--- src/rtl/alu8_pkg.sv ---
`timescale 1ns/1ps
package alu8_pkg;

   localparam logic [2:0] OP_SBB = 3'b000;
   localparam logic [2:0] OP_AND = 3'b001;
   localparam logic [2:0] OP_OR  = 3'b010;
   localparam logic [2:0] OP_XOR = 3'b011;
   localparam logic [2:0] OP_CMP = 3'b100;

   typedef struct packed {
      logic z;
      logic ac;
      logic cy;
   } flags_t;

   localparam flags_t UPD_ALL  = '{z: 1'b1, ac: 1'b1, cy: 1'b1};
   localparam flags_t UPD_ZERO = '{z: 1'b1, ac: 1'b0, cy: 1'b0};
   localparam flags_t UPD_NONE = '{z: 1'b0, ac: 1'b0, cy: 1'b0};

endpackage

--- src/rtl/alu8_sub.sv ---
`timescale 1ns/1ps
// Subtractor with borrow-in, borrow-out and intermediate nibble borrow.
module alu8_sub #(
   parameter int W      = 8,
   parameter int NIB    = 4,
   parameter bit RIPPLE = 1'b0
) (
   input  logic [W-1:0] a,
   input  logic [W-1:0] b,
   input  logic         bin,
   output logic [W-1:0] diff,
   output logic         bout,
   output logic         nbout
);

   if (NIB < 1 || NIB >= W) begin : g_bad_nib
      $error("alu8_sub: NIB must lie in 1..W-1");
   end

   if (RIPPLE) begin : g_ripple
      logic [W:0] brw;
      assign brw[0] = bin;
      for (genvar i = 0; i < W; i++) begin : g_bit
         assign diff[i]  = a[i] ^ b[i] ^ brw[i];
         assign brw[i+1] = (~a[i] & b[i]) | (~(a[i] ^ b[i]) & brw[i]);
      end
      assign bout  = brw[W];
      assign nbout = brw[NIB];
   end else begin : g_behav
      logic [W:0]   full;
      logic [NIB:0] low;
      assign full  = {1'b0, a} - {1'b0, b} - {{W{1'b0}}, bin};
      assign low   = {1'b0, a[NIB-1:0]} - {1'b0, b[NIB-1:0]} - {{NIB{1'b0}}, bin};
      assign diff  = full[W-1:0];
      assign bout  = full[W];
      assign nbout = low[NIB];
   end

endmodule

--- src/rtl/alu8_logic.sv ---
`timescale 1ns/1ps
// Bitwise unit: sel 01 AND, 10 OR, 11 XOR, 00 zero.
module alu8_logic #(
   parameter int W = 8
) (
   input  logic [W-1:0] a,
   input  logic [W-1:0] b,
   input  logic [1:0]   sel,
   output logic [W-1:0] y
);

   if (W < 1) begin : g_bad_w
      $error("alu8_logic: W must be positive");
   end

   always_comb begin
      unique case (sel)
         2'b01:   y = a & b;
         2'b10:   y = a | b;
         2'b11:   y = a ^ b;
         default: y = '0;
      endcase
   end

endmodule

--- src/rtl/alu8_flags.sv ---
`timescale 1ns/1ps
// Flag register with per-bit update enable.
module alu8_flags
   import alu8_pkg::*;
(
   input  logic   clk,
   input  logic   rst,
   input  flags_t upd,
   input  flags_t nxt,
   output flags_t q
);

   always_ff @(posedge clk) begin
      if (rst) begin
         q <= UPD_NONE;
      end else begin
         if (upd.z)  q.z  <= nxt.z;
         if (upd.ac) q.ac <= nxt.ac;
         if (upd.cy) q.cy <= nxt.cy;
      end
   end

endmodule

--- src/rtl/alu8_core.sv ---
`timescale 1ns/1ps
module alu8_core
   import alu8_pkg::*;
#(
   parameter int W          = 8,
   parameter int NIB        = 4,
   parameter bit RIPPLE_SUB = 1'b0
) (
   input  logic         clk,
   input  logic         rst,
   input  logic         op_valid,
   input  logic [2:0]   op_sel,
   input  logic [W-1:0] opnd_a,
   input  logic [W-1:0] opnd_b,
   output logic [W-1:0] result,
   output logic         wr_en,
   output logic [2:0]   flag_upd,
   output logic         flag_z,
   output logic         flag_ac,
   output logic         flag_cy
);

   localparam int MSB = W - 1;

   if (W < 2) begin : g_bad_w
      $error("alu8_core: W must be at least 2");
   end

   flags_t       flg_q;
   flags_t       flg_nxt;
   flags_t       upd;
   logic         borrow_in;
   logic [MSB:0] sub_diff;
   logic         sub_bout;
   logic         sub_nbout;
   logic [MSB:0] log_y;
   logic [MSB:0] res_c;
   logic         we_c;
   flags_t       upd_c;

   // Stored carry acts as borrow only for subtract-with-borrow.
   assign borrow_in = (op_sel == OP_SBB) & flg_q.cy;

   alu8_sub #(.W(W), .NIB(NIB), .RIPPLE(RIPPLE_SUB)) u_sub (
      .a     (opnd_a),
      .b     (opnd_b),
      .bin   (borrow_in),
      .diff  (sub_diff),
      .bout  (sub_bout),
      .nbout (sub_nbout)
   );

   alu8_logic #(.W(W)) u_logic (
      .a   (opnd_a),
      .b   (opnd_b),
      .sel (op_sel[1:0]),
      .y   (log_y)
   );

   always_comb begin
      res_c        = '0;
      we_c         = 1'b0;
      upd_c        = UPD_NONE;
      flg_nxt.ac   = sub_nbout;
      flg_nxt.cy   = sub_bout;
      unique case (op_sel)
         OP_SBB: begin
            res_c = sub_diff;
            we_c  = 1'b1;
            upd_c = UPD_ALL;
         end
         OP_AND, OP_OR, OP_XOR: begin
            res_c = log_y;
            we_c  = 1'b1;
            upd_c = UPD_ZERO;
         end
         OP_CMP: begin
            res_c = sub_diff;
            upd_c = UPD_ALL;
         end
         default: ;
      endcase
      flg_nxt.z = ~|res_c;
   end

   assign upd = op_valid ? upd_c : UPD_NONE;

   alu8_flags u_flags (
      .clk (clk),
      .rst (rst),
      .upd (upd),
      .nxt (flg_nxt),
      .q   (flg_q)
   );

   assign result   = res_c;
   assign wr_en    = op_valid & we_c;
   assign flag_upd = upd;
   assign flag_z   = flg_q.z;
   assign flag_ac  = flg_q.ac;
   assign flag_cy  = flg_q.cy;

endmodule

--- config.mk ---
export PLATFORM = sky130hd
export DESIGN_NAME = alu8_core
export DESIGN_NICKNAME = d
export VERILOG_FILES = /design/src/rtl/alu8_pkg.sv /design/src/rtl/alu8_sub.sv /design/src/rtl/alu8_logic.sv /design/src/rtl/alu8_flags.sv /design/src/rtl/alu8_core.sv
export SDC_FILE = /design/constraint.sdc
export NUM_CORES = 1
export LEC_CHECK = 0
export ABC_AREA = 1
export BUFFER_PORTS_ARGS = -buffer_cell sky130_fd_sc_hd__buf_2
export CAP_MARGIN = 20
export CORE_UTILIZATION = 50
export CTS_BUF_LIST = sky130_fd_sc_hd__clkbuf_16
export DETAILED_ROUTE_END_ITERATION = 8
export GPL_TIMING_DRIVEN = 0
export PLACE_DENSITY_LB_ADDON = 0.12
export SKIP_CTS_REPAIR_TIMING = 1
export SYNTH_ARGS = -nofsm -noshare
export SYNTH_HDL_FRONTEND = slang
export SYNTH_HIERARCHICAL = 1
export SYNTH_SLANG_ARGS = --single-unit
--- constraint.sdc ---
create_clock -name clk -period 3.86 [get_ports clk]
set_clock_uncertainty 0.15 [all_clocks]
set_input_delay 0.772 -clock clk [delete_from_list [all_inputs] [get_ports clk]]
set_output_delay 0.772 -clock clk [all_outputs]
set_load 0.1 [all_outputs]
==> results of run 1 <==
[path summary, 6_finish.rpt]
kind / start / end / cells past startpoint
worst max-delay path: op_sel[0] / result[5] / 16
worst min register to register: u_flags/q[0] / u_flags/q[0] / 2
worst max register to register: u_flags/q[0] / u_flags/q[2] / 21
worst min-delay path: u_flags/q[0] / u_flags/q[0] / 2
[final cells by class]
type | instances | area share
Buffer | 5 | 0.0315
Clock buffer | 3 | 0.0420
Clock inverter | 1 | 0.00210
Inverter | 72 | 0.152
Multi-Input combinational cell | 162 | 0.590
Sequential cell | 3 | 0.0343
Tap cell | 31 | 0.0217
Timing Repair Buffer | 36 | 0.126
[power by group]
group / switching [mW] / internal [mW]
logic: 0.242 / 0.105
clock network: 0.0271 / 0.133
registers: 0.00107 / 0.0334
total: 0.271 / 0.272
[kinds of logic after synthesis]
family / count (synthesis) / synth area share
AND/OR/NAND/NOR: 121 / 0.386
adder cells (fa/ha/maj): 32 / 0.289
flip-flops: 3 / 0.0418
XOR/XNOR: 5 / 0.0305
buffers and inverters: 77 / 0.228
AO/OA/AOI/OAI: 4 / 0.0244
[layer usage]
metal,vias to the layer above,GRT usage,share of wire
met1,635,0.257,0.46
met5,-,0,0
li1,803,-,-
met2,30,0.411,0.50
met3,2,0.0512,0.036
met4,0,0.0107,0.0075
[worst max-delay path, stage by stage]
cell and delay, ps:
buf_2 130, inv_2 70, nand2_4 90, nor2_1 100, inv_1 60, fa_1 510, inv_1 50, ha_1 190
o21ai_2 130, nand2_2 100, nand2_1 90, nand3_1 60, nand2_1 70, nand2_1 70, nand2_2 120, buf_12 180
[Yosys cell counts (all sizes together)]
master / instances / area [µm²]
xor2: 4 / 35.0
nand2: 60 / 245
ha: 30 / 375
dfxtp: 3 / 60.1
buf: 5 / 56.3
xnor2: 1 / 8.76
nand3b: 1 / 7.51
o21ai: 1 / 8.76
nand3: 41 / 205
fa: 2 / 40.0
inv: 72 / 270
a21oi: 3 / 26.3
nor2: 19 / 96.3
[cell usage in the layout (no fill, tap or decap)]
cell type | Yosys | layout
nand3_1 | 41 | 41
nand2_2 | 5 | 8
dfxtp_1 | 3 | 2
nand2_4 | 1 | 1
ha_1 | 30 | 30
nor2_1 | 11 | 11
a21oi_4 | 1 | 1
xor2_1 | 4 | 4
buf_4 | 1 | 2
inv_4 | 0 | 1
nor2_2 | 7 | 7
fa_1 | 2 | 2
inv_2 | 5 | 5
xnor2_1 | 1 | 1
inv_1 | 67 | 67
buf_2 | 0 | 31
clkbuf_4 | 0 | 1
nor2_4 | 1 | 1
nand3b_1 | 1 | 1
nand2_1 | 54 | 51
buf_12 | 0 | 2
a21oi_1 | 2 | 2
clkbuf_16 | 0 | 3
buf_6 | 3 | 3
dfxtp_2 | 0 | 1
o21ai_2 | 1 | 1
buf_8 | 1 | 2
[metrics by stage]
stage          setup WS [ps]  total power [mW]  cells  hold slack (ps)   util
4_1_cts                 -160             0.526    313              346  0.634
3_5_place_dp            -148             0.362    309              320  0.605
2_1_floorplan           50.0             0.300    242              598      -
6_report                 134             0.542    313              346  0.654
5_1_grt                -48.3             0.582    313              364  0.654
3_3_place_gp            -132             0.359    309              320  0.605
==> impl_metrics.env, run 1 <==
export IMPL_status="finished clean"
export IMPL_routed_via_density=4.70
export IMPL_initial_core_util=0.525
export IMPL_hold_class="reg -> reg"
export IMPL_post_dp_cell_area_um2=1660
export IMPL_drt_drc_violations_left=0
export IMPL_cts_tree="yes"
export IMPL_io_buffers=36
export IMPL_yosys_register_bits=3
export IMPL_grt_usage=0.217
export IMPL_finalHoldViolations=0
export IMPL_timing_final_crit_share=0.965
export IMPL_rsz0062_at_grt="yes"
export IMPL_r2r_setup_slack_ps=1230
export IMPL_power_density_nw_per_um2=303
export IMPL_wl_mm=3.32
export IMPL_setup_viol=0
export IMPL_die_h_um=55.6
export IMPL_insertion_delay_ps=220
export IMPL_drt_pass1_iterations=4
export IMPL_drt_initial_drc_count=34
export IMPL_yosysUniqueCellTypes=21
export IMPL_final_area_um2=1790
export IMPL_place_congestion=0.772
export IMPL_grt_pass1_vias=1397
export IMPL_diodes=0
export IMPL_irDropWorstVdd_v=0.000465
export IMPL_largest_reg_flops=3
export IMPL_antenna_found_initial=0
export IMPL_num_vias=1470
export IMPL_synth_avg_cell_area_um2=5.93
export IMPL_endpoint_kind="output pin"
export IMPL_cts_htree_levels=1
export IMPL_ys_warn_count=6
export IMPL_max_freq_mhz=268
export IMPL_synth_nets=296
export IMPL_arrival_ps=2800
export IMPL_max_slew_margin_rel=0.674
export IMPL_hpwl_mm=2.53
export IMPL_drive_gt1_frac=0.248
export IMPL_synthToLayoutAreaGrowth_pct=24.7
export IMPL_max_slew_worst_pin_slew_ps=493
export IMPL_seq_area_frac_synth=0.0418
export IMPL_multi_input_area_um2=1060
export IMPL_num_io_pins=37
export IMPL_syn_area_um2=1440
export IMPL_setup_worst_path_start_class="input pin"
export IMPL_grt_ovfl_total=0
export IMPL_largest_register="u_flags/q"
export IMPL_wl_per_cell_um=10.6
export IMPL_antenna_left=0
export IMPL_numCtsBuffers=3
export IMPL_reg_largest_list="u_flags/q x3"
export IMPL_required_ps=2940
export IMPL_final_nets=337
export IMPL_clock_tree_root_cell="clkbuf_16"
export IMPL_crit_path_max_fanout=9
export IMPL_grt_pass1_wl_mm=5.53
export IMPL_clk_pin_slew_ps=30
export IMPL_rows=19
export IMPL_leakage_nw=1.16
export IMPL_cap_violations=0
export IMPL_fin_tns_setup_ps=0
export IMPL_slew_violations=0
export IMPL_cts_sinks=3
export IMPL_n_fill_cell=269
export IMPL_synth_cells=242
export IMPL_dieArea_um2=3090
export IMPL_cts_buffer_depth=2
export IMPL_fin_crit_ps=3730
export IMPL_die_w_um=55.6
export IMPL_seq_area_um2=61.3
export IMPL_coreArea_um2=2730
export IMPL_grt_max_degree=11
export IMPL_crit_type="in -> out"
No activity file was read; power rests on OpenSTA's default activity.
==> run 2, diff against run 1 <==
--- a/config.mk
+++ b/config.mk
@@ -12,7 +12,7 @@
 export CTS_BUF_LIST = sky130_fd_sc_hd__clkbuf_16
 export DETAILED_ROUTE_END_ITERATION = 8
 export GPL_TIMING_DRIVEN = 0
-export PLACE_DENSITY_LB_ADDON = 0.12
+export PLACE_DENSITY = 0.76
 export SKIP_CTS_REPAIR_TIMING = 1
 export SYNTH_ARGS = -nofsm -noshare
 export SYNTH_HDL_FRONTEND = slang
==> run 2 against run 1 <==
  * Wire length up 0.57%
  * Clock power about the same
  * Via count rose by 3.5%
  * Worst hold slack got worse by 4.7 ps
==> impl_metrics.env, run 2 (same netlist as run 1, synthesis figures left out) <==
export IMPL_status="finished clean"
export IMPL_setup_viol=0
export IMPL_synthToLayoutAreaGrowth_pct=25.4
export IMPL_final_nets=337
export IMPL_r2r_setup_slack_ps=1210
export IMPL_routed_via_density=4.86
export IMPL_p_seq_frac=0.063
export IMPL_crit_family="simple AND/OR/NAND/NOR gates"
export IMPL_required_ps=2940
export IMPL_slew_violations=0
export IMPL_reg_largest_list="u_flags/q x3"
export IMPL_irDropWorstVdd_v=0.000407
export IMPL_placed_cells=309
export IMPL_io_buffers=36
export IMPL_initial_core_util=0.525
export IMPL_r2r_end="u_flags/q[2]"
export IMPL_antenna_found_initial=0
export IMPL_whs_ps=341
export IMPL_n_fill_cell=258
export IMPL_antenna_left=0
export IMPL_grt_usage=0.219
export IMPL_fin_tns_setup_ps=0
export IMPL_grt_pass1_vias=1406
export IMPL_reg2reg_depth=21
export IMPL_clock_tree_root_cell="clkbuf_16"
export IMPL_place_congestion=0.819
export IMPL_dieArea_um2=3090
export IMPL_hold_class="reg -> reg"
export IMPL_cts_htree_levels=1
export IMPL_hpwl_mm=2.52
export IMPL_grt_pass1_wl_mm=5.59
export IMPL_die_h_um=55.6
export IMPL_power_density_nw_per_um2=304
export IMPL_fin_crit_ps=3710
export IMPL_cts_buffer_depth=2
export IMPL_crit_chain="buf_2, inv_1, nand2_4, nor2_2, inv_1, fa_1, inv_1, ha_1, o21ai_2, nand2_2, nand2_1, nand3_1, nand2_1, nand2_1, nand2_2, buf_12"
export IMPL_netSwitchingFraction=0.499
export IMPL_worstReg2RegStart="u_flags/q[0]"
export IMPL_power_total_uw=547
export IMPL_wl_mm=3.34
export IMPL_drt_pass1_iterations=4
export IMPL_cap_violations=0
export IMPL_insertion_delay_ps=220
export IMPL_final_cell_mix="inv_1 (68), nand2_1 (51), nand3_1 (41)"
export IMPL_leakage_nw=1.16
export IMPL_diodes=0
export IMPL_crit_slowest_cell="fa_1"
export IMPL_p_switching_uw=273
export IMPL_arrival_ps=2790
export IMPL_cts_tree="yes"
export IMPL_largest_register="u_flags/q"
export IMPL_timing_final_crit_share=0.960
export IMPL_setup_worst_path_start_class="input pin"
export IMPL_grt_ovfl_total=0
export IMPL_cts_sinks=3
export IMPL_rows=19
export IMPL_die_w_um=55.6
export IMPL_drt_initial_drc_count=77
export IMPL_grt_max_degree=11
export IMPL_max_slew_margin_rel=0.672
export IMPL_worst_hold_path_num_cells=2
export IMPL_max_freq_mhz=270
export IMPL_power_share_combinational=0.640
export IMPL_crit_path_max_fanout=9
export IMPL_clk_pin_slew_ps=30
export IMPL_endpoint_kind="output pin"
export IMPL_post_place_ws_ps=-147
export IMPL_stdcell_count=313
export IMPL_critPathBufInv=5
export IMPL_cpPeakStageDelay_ps=500
export IMPL_max_slew_worst_pin_slew_ps=496
export IMPL_p_clk_frac=0.297
export IMPL_final_common_cell="inv_1"
export IMPL_timing_final_ws_setup_ps=153
export IMPL_num_io_pins=37
export IMPL_intPower_uw=274
export IMPL_finalHoldViolations=0
export IMPL_drive_gt1_frac=0.252
export IMPL_drt_drc_violations_left=0
export IMPL_numCtsBuffers=3
export IMPL_crit_type="in -> out"
export IMPL_holdPathEnd="u_flags/q[1]"
export IMPL_coreArea_um2=2730
export IMPL_largest_reg_flops=3
export IMPL_num_vias=1521
export IMPL_wl_per_cell_um=10.7
export IMPL_hp_start="u_flags/q[1]"
run 2: worst register-to-register path: stages, from the launching register on:
cell,delay (ps)
dfxtp_2,340
nand2_1,70
nor2_2,90
inv_1,50
fa_1,500
inv_1,50
ha_1,180
o21ai_2,130
nand2_2,100
nand2_1,80
nand2_1,50
nand2_1,50
nand2_1,60
nand2_1,80
nand2_2,80
nor2_1,100
nand2_1,70
nor2_2,90
inv_1,40
nand2_1,50
nand2_1,70
nor2_2,90
run 2: cell type report:
class / instances / area (µm²) / share of cell area
Multi-Input combinational cell: 162 / 1060 / 0.590
Inverter: 72 / 273 / 0.152
Timing Repair Buffer: 36 / 230 / 0.128
Clock buffer: 3 / 75.1 / 0.0417
Sequential cell: 3 / 61.3 / 0.0341
Buffer: 5 / 56.3 / 0.0313
Tap cell: 31 / 38.8 / 0.0216
Clock inverter: 1 / 3.75 / 0.00209
run 2: how the worst max path moves through the flow:
| stage | startpoint | endpoint | slack, ps | depth (start not counted) |
|---|---|---|---|---|
| 2_1_floorplan | op_sel[2] | result[5] | 50 | 14 |
| 3_3_place_gp | op_sel[1] | result[7] | -120 | 16 |
| 3_5_place_dp | op_sel[1] | result[7] | -150 | 16 |
| 4_1_cts | op_sel[1] | result[7] | -160 | 16 |
| 5_1_grt | op_sel[1] | result[6] | -20 | 17 |
| 6_report | op_sel[1] | result[7] | 150 | 16 |
run 2: power groups by stage:
stage          clock network (mW)  registers (mW)  logic, mW
5_1_grt                     0.167          0.0349      0.385
3_5_place_dp                    0          0.0350      0.326
2_1_floorplan                   0          0.0490      0.251
4_1_cts                     0.164          0.0346      0.329
6_report                    0.162          0.0347      0.350
3_3_place_gp                    0          0.0349      0.323
run 2: through the flow:
step                      instance area [µm²]  utilization
after global routing                     1800        0.658
after global placement                   1660        0.605
after CTS                                1730        0.634
after floorplan                          1440            -
after detailed placement                 1660        0.605
final                                    1800        0.658
run 2: layer usage:
layer | part of all wire | vias to the layer above | global-route usage
met3 | 0.028 | 12 | 0.0419
met5 | 0 | - | 0
li1 | - | 796 | -
met4 | 0.034 | 0 | 0.0714
met1 | 0.45 | 677 | 0.269
met2 | 0.49 | 36 | 0.382
==> run 3, diff against run 2 <==
--- a/config.mk
+++ b/config.mk
@@ -6,7 +6,7 @@
 export NUM_CORES = 1
 export LEC_CHECK = 0
 export ABC_AREA = 1
-export BUFFER_PORTS_ARGS = -buffer_cell sky130_fd_sc_hd__buf_2
+export BUFFER_PORTS_ARGS = -buffer_cell sky130_fd_sc_hd__buf_4
 export CAP_MARGIN = 20
 export CORE_UTILIZATION = 50
 export CTS_BUF_LIST = sky130_fd_sc_hd__clkbuf_16
==> run 3 against run 2 <==
  * Fmax shrank 3.0%
  * First-iteration DRC count shrank 44%
  * Non-clock buffer count is the same
  * Die area is the same
  * Sequential power is essentially flat
  * Power grew 2.2%
  * Global-route usage grew 0.90 points
  * Via count shrank 2.8%
  * Critical path depth is the same
  * Highest routed layer unchanged
==> impl_metrics.env, run 3 (same netlist as run 1, synthesis figures left out) <==
export IMPL_clk_pin_slew_ps=30
export IMPL_hold_class="reg -> reg"
export IMPL_post_place_ws_ps=5.23
export IMPL_grt_ovfl_total=0
export IMPL_die_h_um=55.6
export IMPL_p_seq_frac=0.062
export IMPL_synthToLayoutAreaGrowth_pct=30.7
export IMPL_insertion_delay_ps=220
export IMPL_p_clk_frac=0.290
export IMPL_routed_via_density=4.73
export IMPL_endpoint_kind="output pin"
export IMPL_final_common_cell="inv_1"
export IMPL_crit_chain="buf_4, inv_2, nand2_1, nor2_1, inv_1, fa_1, inv_1, ha_1, o21ai_2, nand2_2, nand2_1, nand3_1, nand2_1, nand2_1, nand2_2, buf_12"
export IMPL_wl_mm=3.31
export IMPL_critPathBufInv=5
export IMPL_crit_family="simple AND/OR/NAND/NOR gates"
export IMPL_max_slew_margin_rel=0.761
export IMPL_reg_largest_list="u_flags/q x3"
export IMPL_io_buffers=36
export IMPL_drive_gt1_frac=0.248
export IMPL_status="finished clean"
export IMPL_drt_drc_violations_left=0
export IMPL_irDropWorstVdd_v=0.000548
export IMPL_cts_sinks=3
export IMPL_fin_crit_ps=3820
export IMPL_intPower_uw=286
export IMPL_timing_final_crit_share=0.990
export IMPL_dieArea_um2=3090
export IMPL_cts_buffer_depth=2
export IMPL_final_cell_mix="inv_1 (68), nand2_1 (50), nand3_1 (41)"
export IMPL_num_io_pins=37
export IMPL_leakage_nw=1.18
export IMPL_numCtsBuffers=3
export IMPL_arrival_ps=2900
export IMPL_diodes=0
export IMPL_grt_pass1_wl_mm=5.71
export IMPL_die_w_um=55.6
export IMPL_reg2reg_depth=21
export IMPL_largest_reg_flops=3
export IMPL_crit_path_max_fanout=7
export IMPL_grt_max_degree=11
export IMPL_cpPeakStageDelay_ps=500
export IMPL_holdPathEnd="u_flags/q[1]"
export IMPL_final_nets=337
export IMPL_grt_usage=0.228
export IMPL_required_ps=2940
export IMPL_crit_slowest_cell="fa_1"
export IMPL_antenna_left=0
export IMPL_netSwitchingFraction=0.489
export IMPL_drt_initial_drc_count=43
export IMPL_wl_per_cell_um=10.6
export IMPL_hpwl_mm=2.59
export IMPL_r2r_end="u_flags/q[2]"
export IMPL_antenna_found_initial=0
export IMPL_slew_violations=0
export IMPL_setup_worst_path_start_class="input pin"
export IMPL_worstReg2RegStart="u_flags/q[0]"
export IMPL_cap_violations=0
export IMPL_max_slew_worst_pin_slew_ps=357
export IMPL_power_density_nw_per_um2=298
export IMPL_coreArea_um2=2730
export IMPL_r2r_setup_slack_ps=1120
export IMPL_rsz0062_at_grt="yes"
export IMPL_cts_tree="yes"
export IMPL_largest_register="u_flags/q"
export IMPL_num_vias=1479
export IMPL_utilization=0.686
export IMPL_finalHoldViolations=0
export IMPL_cts_htree_levels=1
export IMPL_seq_area_um2=61.3
export IMPL_timing_final_ws_setup_ps=39.5
export IMPL_worst_path_most_repeated_cell="nand2_1"
export IMPL_multi_input_area_um2=1060
export IMPL_grt_pass1_vias=1366
export IMPL_hp_start="u_flags/q[1]"
export IMPL_clock_tree_root_cell="clkbuf_16"
export IMPL_crit_type="in -> out"
export IMPL_rows=19
export IMPL_place_congestion=0.829
export IMPL_worst_hold_path_num_cells=2
export IMPL_n_fill_cell=248
export IMPL_max_freq_mhz=262
export IMPL_initial_core_util=0.525
export IMPL_power_share_combinational=0.647
export IMPL_p_switching_uw=273
export IMPL_drt_pass1_iterations=4
export IMPL_setup_viol=0
export IMPL_whs_ps=341
-- run 3: cell counts in the layout (fill, tap and decap cells not counted) --
Identical to the previous run, type by type.
-- run 3: through the flow --
| step | instances | TNS (ps) | cell area [µm²] | total power [mW] |
|---|---|---|---|---|
| final | 313 | 0 | 1880 | 0.559 |
| after global routing | 313 | -69.3 | 1880 | 0.599 |
| after CTS | 313 | 0 | 1820 | 0.542 |
| after detailed placement | 309 | 0 | 1750 | 0.377 |
| after global placement | 309 | 0 | 1750 | 0.374 |
| after floorplan | 242 | 0 | 1440 | 0.300 |
-- run 3: worst max-delay path by stage --
stage / start / end / slack, ps / depth (start not counted)
2_1_floorplan: op_sel[2] / result[5] / 50 / 14
3_3_place_gp: op_sel[1] / result[7] / 10 / 16
3_5_place_dp: op_sel[1] / result[7] / 5 / 16
4_1_cts: op_sel[1] / result[7] / 2 / 16
5_1_grt: op_sel[1] / result[5] / -60 / 16
6_report: op_sel[2] / result[5] / 40 / 16
-- run 3: layout make-up --
| cell class | count | area share |
|---|---|---|
| repair buffers | 36 | 0.166 |
| flip-flops and latches | 3 | 0.0327 |
| clock buffers | 3 | 0.0400 |
| plain buffers | 5 | 0.0300 |
| inverters | 72 | 0.144 |
| clock inverters | 1 | 0.00200 |
| well taps | 31 | 0.0207 |
| multi-input cells | 162 | 0.564 |
-- run 3: power groups by stage --
stage,clock network [mW],registers [mW],logic (mW)
3_3_place_gp,0,0.0350,0.339
3_5_place_dp,0,0.0351,0.342
2_1_floorplan,0,0.0490,0.251
4_1_cts,0.163,0.0347,0.344
6_report,0.162,0.0348,0.362
5_1_grt,0.168,0.0349,0.396
-- run 3: worst reg2reg max path, cell delays in order (launching register included) --
cell and delay [ps]:
dfxtp_2 350, nand2_1 60, nor2_1 100, inv_1 60, fa_1 500, inv_1 50, ha_1 180, o21ai_2 150
nand2_2 110, nand2_1 100, nand2_1 60, nand2_1 50, nand2_1 50, nand2_1 100, nand2_2 100, nor2_2 120
nand2_1 70, nor2_2 70, inv_1 40, nand2_1 60, nand2_1 70, nor2_2 70
-- run 3: per-layer routing --
| metal | GRT usage | part of all wire | vias up |
|---|---|---|---|
| li1 | - | - | 799 |
| met1 | 0.279 | 0.47 | 641 |
| met2 | 0.415 | 0.48 | 33 |
| met3 | 0.0349 | 0.027 | 6 |
| met4 | 0.0571 | 0.017 | 0 |
| met5 | 0 | 0 | - |
